## src/rtl/sbr_pkg.sv

```systemverilog
// Package: constants and CRC step shared by the response classifier.
// Assumes MSB-first CRC with no reflection and no final XOR.
package sbr_pkg;
    localparam logic [7:0] CRC_POLY  = 8'h07;
    localparam logic [7:0] CC_PASS   = 8'h40;
    localparam logic [7:0] CC_TMO_A  = 8'h80;
    localparam logic [7:0] CC_TMO_B  = 8'h81;
    localparam logic [15:0] TW_GEN   = 16'h8000;
    localparam logic [15:0] TW_LOW   = 16'h8002;
    localparam logic [15:0] TW_HIGH  = 16'h8003;

    typedef enum logic [2:0] {
        DC_GENERAL = 3'b000,
        DC_UNDER   = 3'b001,
        DC_OVER    = 3'b010
    } dcode_e;

    // One byte through the CRC register, bit by bit.
    function automatic logic [7:0] crc_step(input logic [7:0] crc_in,
                                            input logic [7:0] din,
                                            input logic [7:0] poly);
        logic [7:0] r;
        r = crc_in ^ din;
        for (int i = 0; i < 8; i++) begin
            r = r[7] ? ((r << 1) ^ poly) : (r << 1);
        end
        return r;
    endfunction
endpackage

```

## src/rtl/sbr_crc_acc.sv

```systemverilog
// CRC accumulator: keeps the running CRC over the frame's bytes.
// crc_nxt is the value that includes the current byte. The start strobe
// reseeds from zero, so a start byte does not depend on the old register.
module sbr_crc_acc
    import sbr_pkg::*;
#(
    parameter logic [7:0] POLY = CRC_POLY
) (
    input  logic       clk,
    input  logic       rst_n,
    input  logic       sof,
    input  logic       vld,
    input  logic [7:0] din,
    output logic [7:0] crc_nxt
);
    logic [7:0] crc_q;

    // Next CRC value, seeded at zero on the first byte.
    always_comb crc_nxt = crc_step(sof ? 8'h00 : crc_q, din, POLY);

    // Running CRC register.
    always_ff @(posedge clk) begin
        if (!rst_n)   crc_q <= 8'h00;
        else if (vld) crc_q <= crc_nxt;
    end
endmodule

```

## src/rtl/sbr_field_grab.sv

```systemverilog
// Field capture: picks the completion-code byte (index 0) and the two
// temperature bytes (pos, pos+1) out of the stream, without buffering.
// Only bytes ahead of the check byte are captured. The outputs describe
// the bytes received before the current cycle; a start strobe reads as
// "nothing seen yet".
module sbr_field_grab #(
    parameter int MAX_LEN = 16,
    parameter int IDX_W   = $clog2(MAX_LEN)
) (
    input  logic             clk,
    input  logic             rst_n,
    input  logic             sof,
    input  logic             vld,
    input  logic             last,
    input  logic [7:0]       din,
    input  logic [IDX_W-1:0] pos_in,
    output logic [7:0]       cc_byte,
    output logic             cc_seen,
    output logic [15:0]      tword,
    output logic             tw_seen
);
    localparam logic [IDX_W-1:0] IDX_TOP = IDX_W'(MAX_LEN - 1);

    logic [IDX_W-1:0] idx_q, pos_q, cur_idx, pos_eff;
    logic [7:0]       cc_q, lo_q, hi_q;
    logic             cc_v_q, lo_v_q, hi_v_q;
    logic             fl_cc, fl_lo, fl_hi;
    logic             hit_cc, hit_lo, hit_hi, data_byte;

    // Current byte index and frame parameters; a start byte restarts both.
    always_comb begin
        cur_idx   = sof ? '0 : idx_q;
        pos_eff   = sof ? pos_in : pos_q;
        fl_cc     = sof ? 1'b0 : cc_v_q;
        fl_lo     = sof ? 1'b0 : lo_v_q;
        fl_hi     = sof ? 1'b0 : hi_v_q;
        data_byte = vld && !last;
        hit_cc    = data_byte && (cur_idx == '0);
        hit_lo    = data_byte && (cur_idx == pos_eff);
        hit_hi    = data_byte && ({1'b0, cur_idx} == ({1'b0, pos_eff} + 1'b1));
    end

    // Index counter, saturating at the last index.
    always_ff @(posedge clk) begin
        if (!rst_n)   idx_q <= '0;
        else if (vld) idx_q <= (cur_idx == IDX_TOP) ? cur_idx : cur_idx + 1'b1;
    end

    // Latch the word position with the start byte.
    always_ff @(posedge clk) begin
        if (!rst_n)   pos_q <= '0;
        else if (sof) pos_q <= pos_in;
    end

    // Capture the bytes that match, and track which fields are complete.
    always_ff @(posedge clk) begin
        if (!rst_n) begin
            cc_q <= 8'h00; lo_q <= 8'h00; hi_q <= 8'h00;
            cc_v_q <= 1'b0; lo_v_q <= 1'b0; hi_v_q <= 1'b0;
        end else if (vld) begin
            if (hit_cc) cc_q <= din;
            if (hit_lo) lo_q <= din;
            if (hit_hi) hi_q <= din;
            cc_v_q <= fl_cc | hit_cc;
            lo_v_q <= fl_lo | hit_lo;
            hi_v_q <= fl_hi | hit_hi;
        end
    end

    // Field views for the evaluation cycle.
    always_comb begin
        cc_byte = cc_q;
        cc_seen = fl_cc;
        tword   = {hi_q, lo_q};
        tw_seen = fl_lo && fl_hi;
    end
endmodule

```

## src/rtl/sbr_retry_ctl.sv

```systemverilog
// Retry limiter: counts the retries granted in the current transaction
// and grants another only while the count is below the limit. Any result
// without a retry clears the count; so does a new transaction.
module sbr_retry_ctl #(
    parameter int RTRY_W = 3
) (
    input  logic              clk,
    input  logic              rst_n,
    input  logic              clr,
    input  logic              eval,
    input  logic              want,
    input  logic [RTRY_W-1:0] max_cnt,
    output logic              grant,
    output logic [RTRY_W-1:0] cnt_q
);
    logic [RTRY_W-1:0] eff;

    // Effective count for this frame and the grant decision.
    always_comb begin
        eff   = clr ? '0 : cnt_q;
        grant = eval && want && (eff < max_cnt);
    end

    // Count update at evaluation, or clear at transaction start.
    always_ff @(posedge clk) begin
        if (!rst_n)    cnt_q <= '0;
        else if (eval) cnt_q <= grant ? eff + 1'b1 : '0;
        else if (clr)  cnt_q <= '0;
    end
endmodule

```

## src/rtl/sbr_rsp_classifier.sv

```systemverilog
// Response classifier top: combines the integrity check, completion-code
// class and sensor-error word into registered status fields. It assumes
// that frm_start and frm_end count only together with byte_vld, and that
// has_cc, temp_pos and txn_new are valid with the start byte.
module sbr_rsp_classifier
    import sbr_pkg::*;
#(
    parameter  int MAX_LEN = 16,
    parameter  int RTRY_W  = 3,
    localparam int IDX_W   = $clog2(MAX_LEN)
) (
    input  logic              clk,
    input  logic              rst_n,
    input  logic              frm_start,
    input  logic              byte_vld,
    input  logic              frm_end,
    input  logic [7:0]        byte_in,
    input  logic              has_cc,
    input  logic [IDX_W-1:0]  temp_pos,
    input  logic              txn_new,
    input  logic [RTRY_W-1:0] retry_max,
    output logic              result_vld,
    output logic              comm_fail,
    output logic              data_err,
    output logic [2:0]        data_code,
    output logic [7:0]        err_status,
    output logic              xfer_fail,
    output logic              retry_req
);
    logic              sof, eval, hcc_q, hcc_eff;
    logic [7:0]        crc_fin, cc_byte;
    logic              cc_seen, tw_seen;
    logic [15:0]       tword;
    logic              crc_bad, cc_ok, cc_tmo, temp_chk, want, grant;
    logic              derr_n, fail_n;
    logic [2:0]        code_n;
    logic [RTRY_W-1:0] retry_cnt;

    // Frame strobes, each qualified by the byte strobe.
    always_comb begin
        sof     = byte_vld && frm_start;
        eval    = byte_vld && frm_end;
        hcc_eff = sof ? has_cc : hcc_q;
    end

    // Latch whether the frame carries a completion code.
    always_ff @(posedge clk) begin
        if (!rst_n)   hcc_q <= 1'b0;
        else if (sof) hcc_q <= has_cc;
    end

    sbr_crc_acc #(.POLY(CRC_POLY)) u_crc (
        .clk     (clk),
        .rst_n   (rst_n),
        .sof     (sof),
        .vld     (byte_vld),
        .din     (byte_in),
        .crc_nxt (crc_fin)
    );

    sbr_field_grab #(.MAX_LEN(MAX_LEN), .IDX_W(IDX_W)) u_grab (
        .clk     (clk),
        .rst_n   (rst_n),
        .sof     (sof),
        .vld     (byte_vld),
        .last    (frm_end),
        .din     (byte_in),
        .pos_in  (temp_pos),
        .cc_byte (cc_byte),
        .cc_seen (cc_seen),
        .tword   (tword),
        .tw_seen (tw_seen)
    );

    sbr_retry_ctl #(.RTRY_W(RTRY_W)) u_retry (
        .clk     (clk),
        .rst_n   (rst_n),
        .clr     (sof && txn_new),
        .eval    (eval),
        .want    (want),
        .max_cnt (retry_max),
        .grant   (grant),
        .cnt_q   (retry_cnt)
    );

    // Classify the frame as its check byte arrives.
    always_comb begin
        crc_bad  = (crc_fin != 8'h00);
        cc_ok    = cc_seen && (cc_byte == CC_PASS);
        cc_tmo   = cc_seen && ((cc_byte == CC_TMO_A) || (cc_byte == CC_TMO_B));
        temp_chk = !crc_bad && tw_seen && (!hcc_eff || cc_ok);
        want     = !crc_bad && hcc_eff && cc_tmo;
        fail_n   = crc_bad || (hcc_eff && !cc_ok);
        derr_n   = 1'b0;
        code_n   = DC_GENERAL;
        if (temp_chk) begin
            unique case (tword)
                TW_GEN:  begin derr_n = 1'b1; code_n = DC_GENERAL; end
                TW_LOW:  begin derr_n = 1'b1; code_n = DC_UNDER;   end
                TW_HIGH: begin derr_n = 1'b1; code_n = DC_OVER;    end
                default: begin derr_n = 1'b0; code_n = DC_GENERAL; end
            endcase
        end
    end

    // Register the results; strobes last one cycle.
    always_ff @(posedge clk) begin
        if (!rst_n) begin
            result_vld <= 1'b0;
            retry_req  <= 1'b0;
            comm_fail  <= 1'b0;
            data_err   <= 1'b0;
            data_code  <= 3'b000;
            xfer_fail  <= 1'b0;
        end else begin
            result_vld <= eval;
            retry_req  <= grant;
            if (eval) begin
                comm_fail <= crc_bad;
                data_err  <= derr_n;
                data_code <= code_n;
                xfer_fail <= fail_n;
            end
        end
    end

    // Error status byte layout.
    always_comb err_status = {1'b0, data_code, 1'b0, comm_fail, data_err, 1'b0};
endmodule


```

## config.mk

```make
export PLATFORM = sky130hd
export DESIGN_NAME = sbr_rsp_classifier
export DESIGN_NICKNAME = d
export VERILOG_FILES = /design/src/rtl/sbr_pkg.sv /design/src/rtl/sbr_crc_acc.sv /design/src/rtl/sbr_field_grab.sv /design/src/rtl/sbr_retry_ctl.sv /design/src/rtl/sbr_rsp_classifier.sv
export SDC_FILE = /design/constraint.sdc
export NUM_CORES = 1
export LEC_CHECK = 0
export BUFFER_PORTS_ARGS = -buffer_cell sky130_fd_sc_hd__buf_2
export CORE_MARGIN = 4
export CORE_UTILIZATION = 62
export CTS_CLUSTER_DIAMETER = 100
export DETAILED_ROUTE_END_ITERATION = 10
export MAX_ROUTING_LAYER = met4
export PLACE_DENSITY = 0.93
export SLEW_MARGIN = 20
export SYNTH_ARGS = -nofsm -noshare
export SYNTH_HDL_FRONTEND = slang
export SYNTH_HIERARCHICAL = 1
export SYNTH_SLANG_ARGS = --single-unit
```

## constraint.sdc

```tcl
create_clock -name clk -period 6 [get_ports clk]
set_input_delay 1.2 -clock clk [delete_from_list [all_inputs] [get_ports clk]]
set_output_delay 1.2 -clock clk [all_outputs]
set_load 0.01 [all_outputs]
```

# Word-level counts from Yosys, hierarchy flattened
# Cells that the tools add are included.
# word_totals
register_bits,55
in_bits,22
ram_bits,0
rom_bits,0
output_inout_bits,16
word_cells,95
latch_bits,0
n_memories,0
# classes
bitwise,12
n_div,0
mul,0
eq_ne,9
add_sub_neg,3
mux,23
n_reduce_logical,30
magnitude_cmp,1
n_shift,0
# op_table
operator,n
$eq 16x16->1 const B,3
$mux 3,11
$not 3->3,8
$logic_and 1x1->1,17
$eq 8x8->1 const B,2
$mux 4,3
$eq 8x7->1 const B,1
$mux 8,1
$reduce_bool 8->1,1
$xor 8x8->8,1
$mux 1,6
$reduce_and 2->1,3
$add 4x1->5 const B,1
$eq 4x5->1,1
$add 4x1->4 const B,1
$eq 4x4->1,1
$eq 4x4->1 const B,1
$logic_not 1->1,4
$logic_not 4->1,1
$pmux 2 s2,1
$add 3x1->3 const B,1
$logic_or 1x1->1,3
$lt 3x3->1,1
$or 1x1->1,3
2 further kinds,2

# Logic depth before layout (Yosys ltp)
# Gate-level depths: netlist of the first run.
# depth
word_depth,27
mapped_depth,15
mapped_depth_nobuf,14

# Modules after synthesis
# Netlist of the first run, hierarchy kept.
# by_module_without_submodules
mod,n_inst,cells_per_inst,area_per_inst_um2
sbr_field_grab,1,178,1581.5
sbr_crc_acc,1,67,670.6
sbr_rsp_classifier,1,55,474.2
sbr_retry_ctl,1,33,272.8

# Least setup slack after synthesis of the first run
# No wires, ideal clock.
# synth_path
kind,in2reg
from,input port byte_vld
to,register u_retry.cnt_q[0]
path_slack_ps,1826
stages,15
arrival_time_ps,4105
n_path_buf,1
setup_time_ps,70
cell_sequence,and2_1 > buf_4 > nand2b_4 > xnor2_2 > xnor3_2 > xor2_1 > inv_1 > or4_1 > nor2_1 > nand4b_1 > nor4b_1 > and3_1 > nand2_1 > a2bb2oi_1 > a21oi_1
# synth_via
elab_chain_len,16
word_cells_on_any_way,35
# synth_rtl
element,line_no,source
from (decl),sbr_rsp_classifier.sv:15,"input logic byte_vld,"
$logic_and 1x1->1 (*),sbr_rsp_classifier.sv:41,sof = byte_vld && frm_start;
$mux 8 (*),sbr_crc_acc.sv:19,"always_comb crc_nxt = crc_step(sof ? 8'h00 : crc_q, din, POLY);"
$xor 8x8->8 (*),sbr_pkg.sv:23,r = crc_in ^ din;
$not 3->3 (no source line),-,
$mux 3,sbr_pkg.sv:25,r = r[7] ? ((r << 1) ^ poly) : (r << 1);
$mux 3 / $not 3->3 (equally long branches),-,
$not 3->3 (no source line) / $mux 3 (equally long branches),-,
$mux 3 (*),sbr_pkg.sv:25,
net crc_fin[1],sbr_rsp_classifier.sv:31,"logic [7:0] crc_fin, cc_byte;"
$reduce_bool 8->1 (*),sbr_rsp_classifier.sv:88,crc_bad = (crc_fin != 8'h00);
$logic_not 1->1 (*),sbr_rsp_classifier.sv:92,want = !crc_bad && hcc_eff && cc_tmo;
$logic_and 1x1->1 (*) (2 in series),sbr_rsp_classifier.sv:92,
net want,sbr_rsp_classifier.sv:34,"logic crc_bad, cc_ok, cc_tmo, temp_chk, want, grant;"
$logic_and 1x1->1 (*) (2 in series),sbr_retry_ctl.sv:21,grant = eval && want && (eff < max_cnt);
$mux 3 (*) (2 in series),sbr_retry_ctl.sv:27,else if (eval) cnt_q <= grant ? eff + 1'b1 : '0;
to (signal assigned),sbr_retry_ctl.sv:27,
to (decl),sbr_retry_ctl.sv:14,output logic [RTRY_W-1:0] cnt_q
# Mark *: on every way through the listed nets, which the timed path passes. The rest lies on a longest branch.
# A chain may end at the register's enable or synchronous reset.

# Final worst setup path of the first run
# layout_path
from,input port byte_vld
to,register u_retry.cnt_q[0]
# layout_via
elab_chain_len,16
word_cells_on_any_way,35
# layout_rtl
element,line_no,source
$logic_and 1x1->1 (*),sbr_rsp_classifier.sv:41,
net sof,sbr_rsp_classifier.sv:30,"logic sof, eval, hcc_q, hcc_eff;"
$mux 8 (*),sbr_crc_acc.sv:19,
$xor 8x8->8 (*),sbr_pkg.sv:23,
$not 3->3 (no source line),-,
$mux 3,sbr_pkg.sv:25,
$mux 3 / $not 3->3 (equally long branches),-,
$not 3->3 (no source line) / $mux 3 (equally long branches),-,
$mux 3 (*),sbr_pkg.sv:25,
net crc_fin[1],sbr_rsp_classifier.sv:31,
$reduce_bool 8->1 (*),sbr_rsp_classifier.sv:88,
$logic_not 1->1 (*),sbr_rsp_classifier.sv:92,
$logic_and 1x1->1 (*) (2 in series),sbr_rsp_classifier.sv:92,
net want,sbr_rsp_classifier.sv:34,
$logic_and 1x1->1 (*) (2 in series),sbr_retry_ctl.sv:21,
$mux 3 (*) (2 in series),sbr_retry_ctl.sv:27,
# Marked as above.

==> impl_metrics.csv, run 1 <==
group,metric,value,unit
layout,drive_gt1_share,16.81,%
logic_synthesis,synth_cell_type_count,65,
setup_path,critPathKind,"primary input to register",
clock_tree,root_buffer,"clkbuf_8",
logic_synthesis,synth_top_flop_cell,"dfxtp_1",
timing,worst_hold_slack,461.8,ps
timing,finalSetupViolCount,0,
global_routing,first_global_vias,2289,
drt,drtIter0Drc,212,
logic_synthesis,async_flop_share,0,%
setup_path,crit_path_end_kind,"register",
drt,ant_nets,0,
die,dieWidth,77.55,um
global_routing,overflow,0,
layout,n_antenna_cell,0,
outcome,status,"finished, final reports clean",
drt,drt_wl_total,6480,um
clock_tree,cts-buffers-inserted,5,
layout,multi_input_area,1707,um2
min_path,hold_class,"register to register",
layout,fillCellCount,326,
layout,fin_util,68.85,%
pwr,seqPwrFrac,40.5,%
die,dieArea,6014,um2
global_routing,track_usage,22.16,%
clock_tree,ctsResizeCount,0,
die,die_h,77.55,um
layout,area_growth,7.718,%
drt,via_per_inst,5.925,
global_routing,grt_first_pass_wirelength,10560,um
timing,slew_headroom,38.10,%
timing,grt_setup_unrepaired,"no",
pwr,power_density,323.8,nW/um2
setup_path,slowest_stage,"or4_1",
logic_synthesis,yosysSeqAreaShare,36.05,%
logic_synthesis,synth.avg_cell_area,9.006,um2
pwr,power_switching,0.3486,mW
drt,drc,0,
timing,fmax,209.7,MHz
die,rows,25,
die,ioPinCount,38,
clock_tree,cts_setup_buffers,0,
logic_synthesis,yosys_warnings,6,
timing,hold_viol,0,
timing,fin_skew,6.583,ps
setup_path,cpPeakStageDelay,580,ps
pwr,p_comb_share,35.0,%
logic_synthesis,synth-edff-count,0,
placement,gp_congestion,0.8840,
pwr,p_clk_share,24.5,%
pwr,p_int,0.6973,mW
clock_tree,cts_buffer_depth,2,
pwr,sw_frac_of_total,33.33,%
timing,worst_pin_slew,924.6,ps
setup_path,crit_fanout,28,
clock_tree,clk_latency,310,ps
clock_tree,cts_tree,"built",
global_routing,grt_max_degree,56,
clock_tree,clock_sinks,54,
placement,port_buffers,32,
logic_synthesis,synth_area,2999,um2
run,cap_violations,0,
clock_tree,hold_buffers,0,
timing,slew_violations,0,
drt,wl_per_cell,15.77,um
global_routing,antenna_found_initial,0,
clock_tree,h-tree-depth,2,
drt,vias,2435,
logic_synthesis,ys_ff_latch,54,
die,initial_utilization,63.92,%
layout,seqCellArea,1081,um2
setup_path,worst_ep_required_time,6250,ps
setup_path,worstPathArrival,5020,ps
pwr,power_leakage,1.413,nW
timing,finalCritPeriodShare,79.49,%
timing,period_needed,4770,ps
pwr,ir_drop,0.2079,mV
die,coreArea,4692,um2
clock_tree,clk_pin_slew,100,ps
logic_synthesis,syn_inst,333,
drt,dr.pass1.iters,5,
layout,num-nets-final,383,
setup_path,cp-start-kind,"primary input",
setup_path,cp_cell_sequence,"buf_2 > and2_1 > buf_4 > nand2b_4 > xnor2_2 > xnor3_2 > xor2_1 > inv_1 > or4_1 > nor2_1 > nand4b_1 > nor4b_1 > and3_1 > nand2_1 > a2bb2oi_1 > a21oi_1",
timing,fin_setup_tns,0,ps
placement,hpwlAfterDp,4430,um
cells in the final DEF, fill, tap and decap left out, drive strengths merged, types with 2 or more instances in the layout:
cell type  instances
ha                 5
dfxtp             54
xor2               6
and2               4
or4                4
mux2i             26
nor4               2
nor4b              3
inv               20
nand3             12
xnor2             19
and2b              2
o32ai              2
and3               4
o211ai             2
nor3               5
nand2             40
buf               34
nor2              25
clkbuf             6
xnor3              4
o21ai             19
a21oi             10
nor2b             11
nand2b             7
conb               5
synth_stat cells (2+ instances only):
master	n	area, um2
nand3_1	11	55.05
a21oi_1	9	45.04
nor3_1	4	20.02
ha_1	5	62.56
o21ai_0	14	70.07
o21ai_1	4	20.02
and2_1	4	25.02
and3_1	4	25.02
buf_2	4	20.02
o211ai_1	2	15.01
nand2_1	40	150.1
xnor3_1	3	67.56
nor4b_1	2	17.52
nand2b_4	3	41.29
and2b_2	2	17.52
buf_6	3	33.78
buf_4	10	75.07
nor2b_1	11	68.82
nor2_1	23	86.33
dfxtp_1	54	1081
o32ai_1	2	17.52
mux2i_1	26	260.3
xor2_1	6	52.55
inv_1	19	71.32
or4_1	4	30.03
nand2b_1	4	25.02
xnor2_1	18	157.7
clkbuf_1	5	18.77
metal layers:
metal  vias up  routed length [um]  GRT usage (%)
met5         -                   0              -
met4         0                 144          7.473
met3        17                 435          4.524
met2       106                3120          36.36
met1      1147                2779          27.31
li1       1165                   -              -
metrics by stage:
step	power (mW)	cells	instance area (um2)	worst slack (ps)
6_report	1.046	411	3231	1230
5_1_grt	1.094	411	3231	961.3
4_1_cts	1.042	410	3223	1368
3_5_place_dp	0.7844	402	3105	1048
3_3_place_gp	0.7632	402	3105	1227
2_1_floorplan	0.7137	337	3014	1826
cell type report:
cell class,count,area share [%]
timing repair buffer,35,5.655
clock buffer,5,2.130
sequential,54,33.46
inverter,20,2.324
multi-input combinational,240,52.83
tap,54,2.091
clock inverter,3,1.510
registers in the layout (all words and copies together) (netlist names):
register and flops:
comm_fail 1, data_code 2, data_err 1, hcc_q 1, result_vld 1, retry_req 1, u_crc/crc_q 8, u_grab/cc_byte 8
u_grab/cc_v_q 1, u_grab/hi_q 8, u_grab/hi_v_q 1, u_grab/idx_q 4, u_grab/lo_q 8, u_grab/lo_v_q 1, u_grab/pos_q 4, u_retry/cnt_q 3
xfer_fail 1
kinds of logic after synthesis:
logic type,Yosys count,synth area share [%]
AOI/OAI and AO/OA,49,11.01
xor gates and xnor gates,30,11.39
adders and majority gates,5,2.086
buffers and inverters,43,7.551
DFF,54,36.05
muxes,26,8.678
other,1,0.1250
and+or+nand+nor,125,23.11
power by group through the flow:
stage	Sequential, mW	Clock [mW]	Combinational (mW)
final	0.423	0.256	0.366
after global routing	0.428	0.273	0.393
after CTS	0.423	0.259	0.360
after detailed placement	0.430	0	0.354
after global placement	0.427	0	0.336
after floorplan	0.423	0	0.290
final timing paths:
| path | start | endpoint | slack [ps] | cells after the start |
|---|---|---|---|---|
| max | byte_vld | u_retry/cnt_q[0] | 1230 | 16 |
| min | u_grab/hi_q[3] | u_grab/hi_q[3] | 460 | 2 |
| max reg2reg | u_crc/crc_q[7] | u_retry/cnt_q[0] | 2580 | 13 |
| min reg2reg | u_grab/hi_q[3] | u_grab/hi_q[3] | 460 | 2 |
worst max-delay path: cells and delay by family:
family / cells / cell delay (ps)
compound gates: 2 / 290
buf+inv: 3 / 690
simple gates: 8 / 1950
xor+xnor: 3 / 870
Power figures use the tool's default switching activity.
==> inputs of run 2 (changes only) <==
CORE_UTILIZATION = 58   (was 62)
PLACE_DENSITY = 0.88   (was 0.93)
clock period = 5 ns   (was 6 ns; I/O delays follow)
==> run 2 against run 1 <==
Worst setup slack lost 180 ps. Non-clock buffer count grew 1. Critical path depth decreased by 2. Largest cell class unchanged. Highest routed layer unchanged. Sequential share of layout area fell by 0.23 points.
==> impl_metrics.csv, run 2 (synthesis results as in run 1) <==
group,metric,value,unit
timing,worst_hold_slack,461.3,ps
global_routing,grt_first_pass_wirelength,10360,um
clock_tree,cts-buffers-inserted,5,
setup_path,worstPathArrival,4210,ps
clock_tree,cts_tree,"built",
drt,ant_nets,0,
timing,hold_viol,0,
drt,dr.pass1.iters,4,
die,dieArea,6386,um2
run,cap_violations,0,
global_routing,first_global_vias,2269,
drt,via_per_inst,5.567,
layout,final_cell_mix,"dfxtp_1 (54), nand2_1 (40), buf_2 (32)",
die,dieWidth,79.91,um
placement,placed_cell_area,3137,um2
timing,worst_pin_slew,1040,ps
layout,num-nets-final,384,
outcome,status,"finished, final reports clean",
drt,drc,0,
setup_path,critPathKind,"primary input to register",
clock_tree,cts_setup_buffers,0,
timing,slew_headroom,30.38,%
clock_tree,hold_buffers,0,
placement,dp_cells,417,
die,initial_utilization,61.46,%
timing,slew_violations,0,
clock_tree,clk_pin_slew,110,ps
clock_tree,ctsResizeCount,0,
layout,final_common_cell,"dfxtp_1",
die,coreArea,4880,um2
drt,vias,2366,
pwr,ir_drop,0.2415,mV
clock_tree,h-tree-depth,2,
die,rows,25,
layout,area_growth,8.469,%
global_routing,antenna_found_initial,0,
timing,fin_setup_tns,0,ps
timing,finalCritPeriodShare,79.08,%
timing,period_needed,3954,ps
clock_tree,clk_latency,320,ps
timing,fin_skew,14.22,ps
pwr,power_density,380.1,nW/um2
timing,grt_setup_unrepaired,"no",
timing,fmax,252.9,MHz
min_path,hold_class,"register to register",
timing,finalSetupViolCount,0,
placement,port_buffers,32,
drt,drtIter0Drc,219,
layout,fin_area,3253,um2
global_routing,track_usage,21.13,%
clock_tree,clock_sinks,54,
placement,gp_congestion,0.9184,
clock_tree,root_buffer,"clkbuf_8",
die,ioPinCount,38,
setup_path,worst_ep_required_time,5260,ps
setup_path,crit_path_end_kind,"register",
placement,hpwlAfterDp,4606,um
drt,wl_per_cell,14.59,um
layout,n_antenna_cell,0,
setup_path,cp-start-kind,"primary input",
pwr,power_leakage,1.421,nW
layout,finalNonFillerCells,425,
layout,drive_gt1_share,17.04,%
clock_tree,cts_buffer_depth,2,
global_routing,overflow,0,
setup_path,crit_fanout,27,
global_routing,grt_max_degree,42,
drt,drt_wl_total,6200,um
die,die_h,79.91,um
## run 2: cell types whose count changed in the layout (fill, tap and decap cells not counted)
cell	previous run	this run
clkbuf_4	1	0
buf_4	2	4
inv_6	0	2
inv_8	1	0
clkinvlp_4	1	0
## run 2: critical path, cell delays in order
cell       delay [ps]
buf_2             110
and2_1            140
buf_4             310
nor2b_1           110
xnor2_1           210
xor3_1            460
or4_1             580
nor2_1            150
nand4b_1          120
nor4b_1           380
and3_1            260
nand2_1            90
a2bb2oi_1         150
o2bb2ai_1         140
## run 2: power breakdown
group	internal [mW]	total [mW]	switching, mW
clock	0.153	0.307	0.154
sequential	0.472	0.506	0.0332
combinational	0.212	0.424	0.212
total	0.837	1.24	0.399
## run 2: metal layers
| metal | global-route usage (%) | share of wire (%) |
|---|---|---|
| met5 | - | 0 |
| met4 | 9.122 | 1.7 |
| met3 | 3.837 | 5.4 |
| met2 | 33.28 | 47 |
| met1 | 26.56 | 46 |
## run 2: final cells by class
type | count | area, um2
Timing Repair Buffer | 36 | 190.2
Sequential cell | 54 | 1081
Clock buffer | 5 | 68.82
Tap cell | 67 | 83.83
Inverter | 20 | 75.07
Clock inverter | 3 | 47.55
Multi-Input combinational cell | 240 | 1707
Fill cell | 385 | 1627
## run 2: per-stage QoR
stage	util [%]	power (mW)	worst slack, ps
final	66.67	1.236	1046
after global routing	66.67	1.300	888.4
after CTS	66.67	1.240	1100
after detailed placement	64.28	0.9361	795.4
after global placement	64.28	0.9158	894.6
after floorplan	-	0.8565	1026
## run 2: path summary, 6_finish.rpt
| check | startpoint | to | slack [ps] | cells after the start |
|---|---|---|---|---|
| hold / removal | u_grab/lo_q[2] | u_grab/lo_q[2] | 460 | 2 |
| setup / recovery | byte_vld | u_retry/cnt_q[1] | 1050 | 14 |
| setup reg to reg | u_crc/crc_q[7] | u_retry/cnt_q[1] | 1700 | 13 |
| hold reg to reg | u_grab/lo_q[2] | u_grab/lo_q[2] | 460 | 2 |
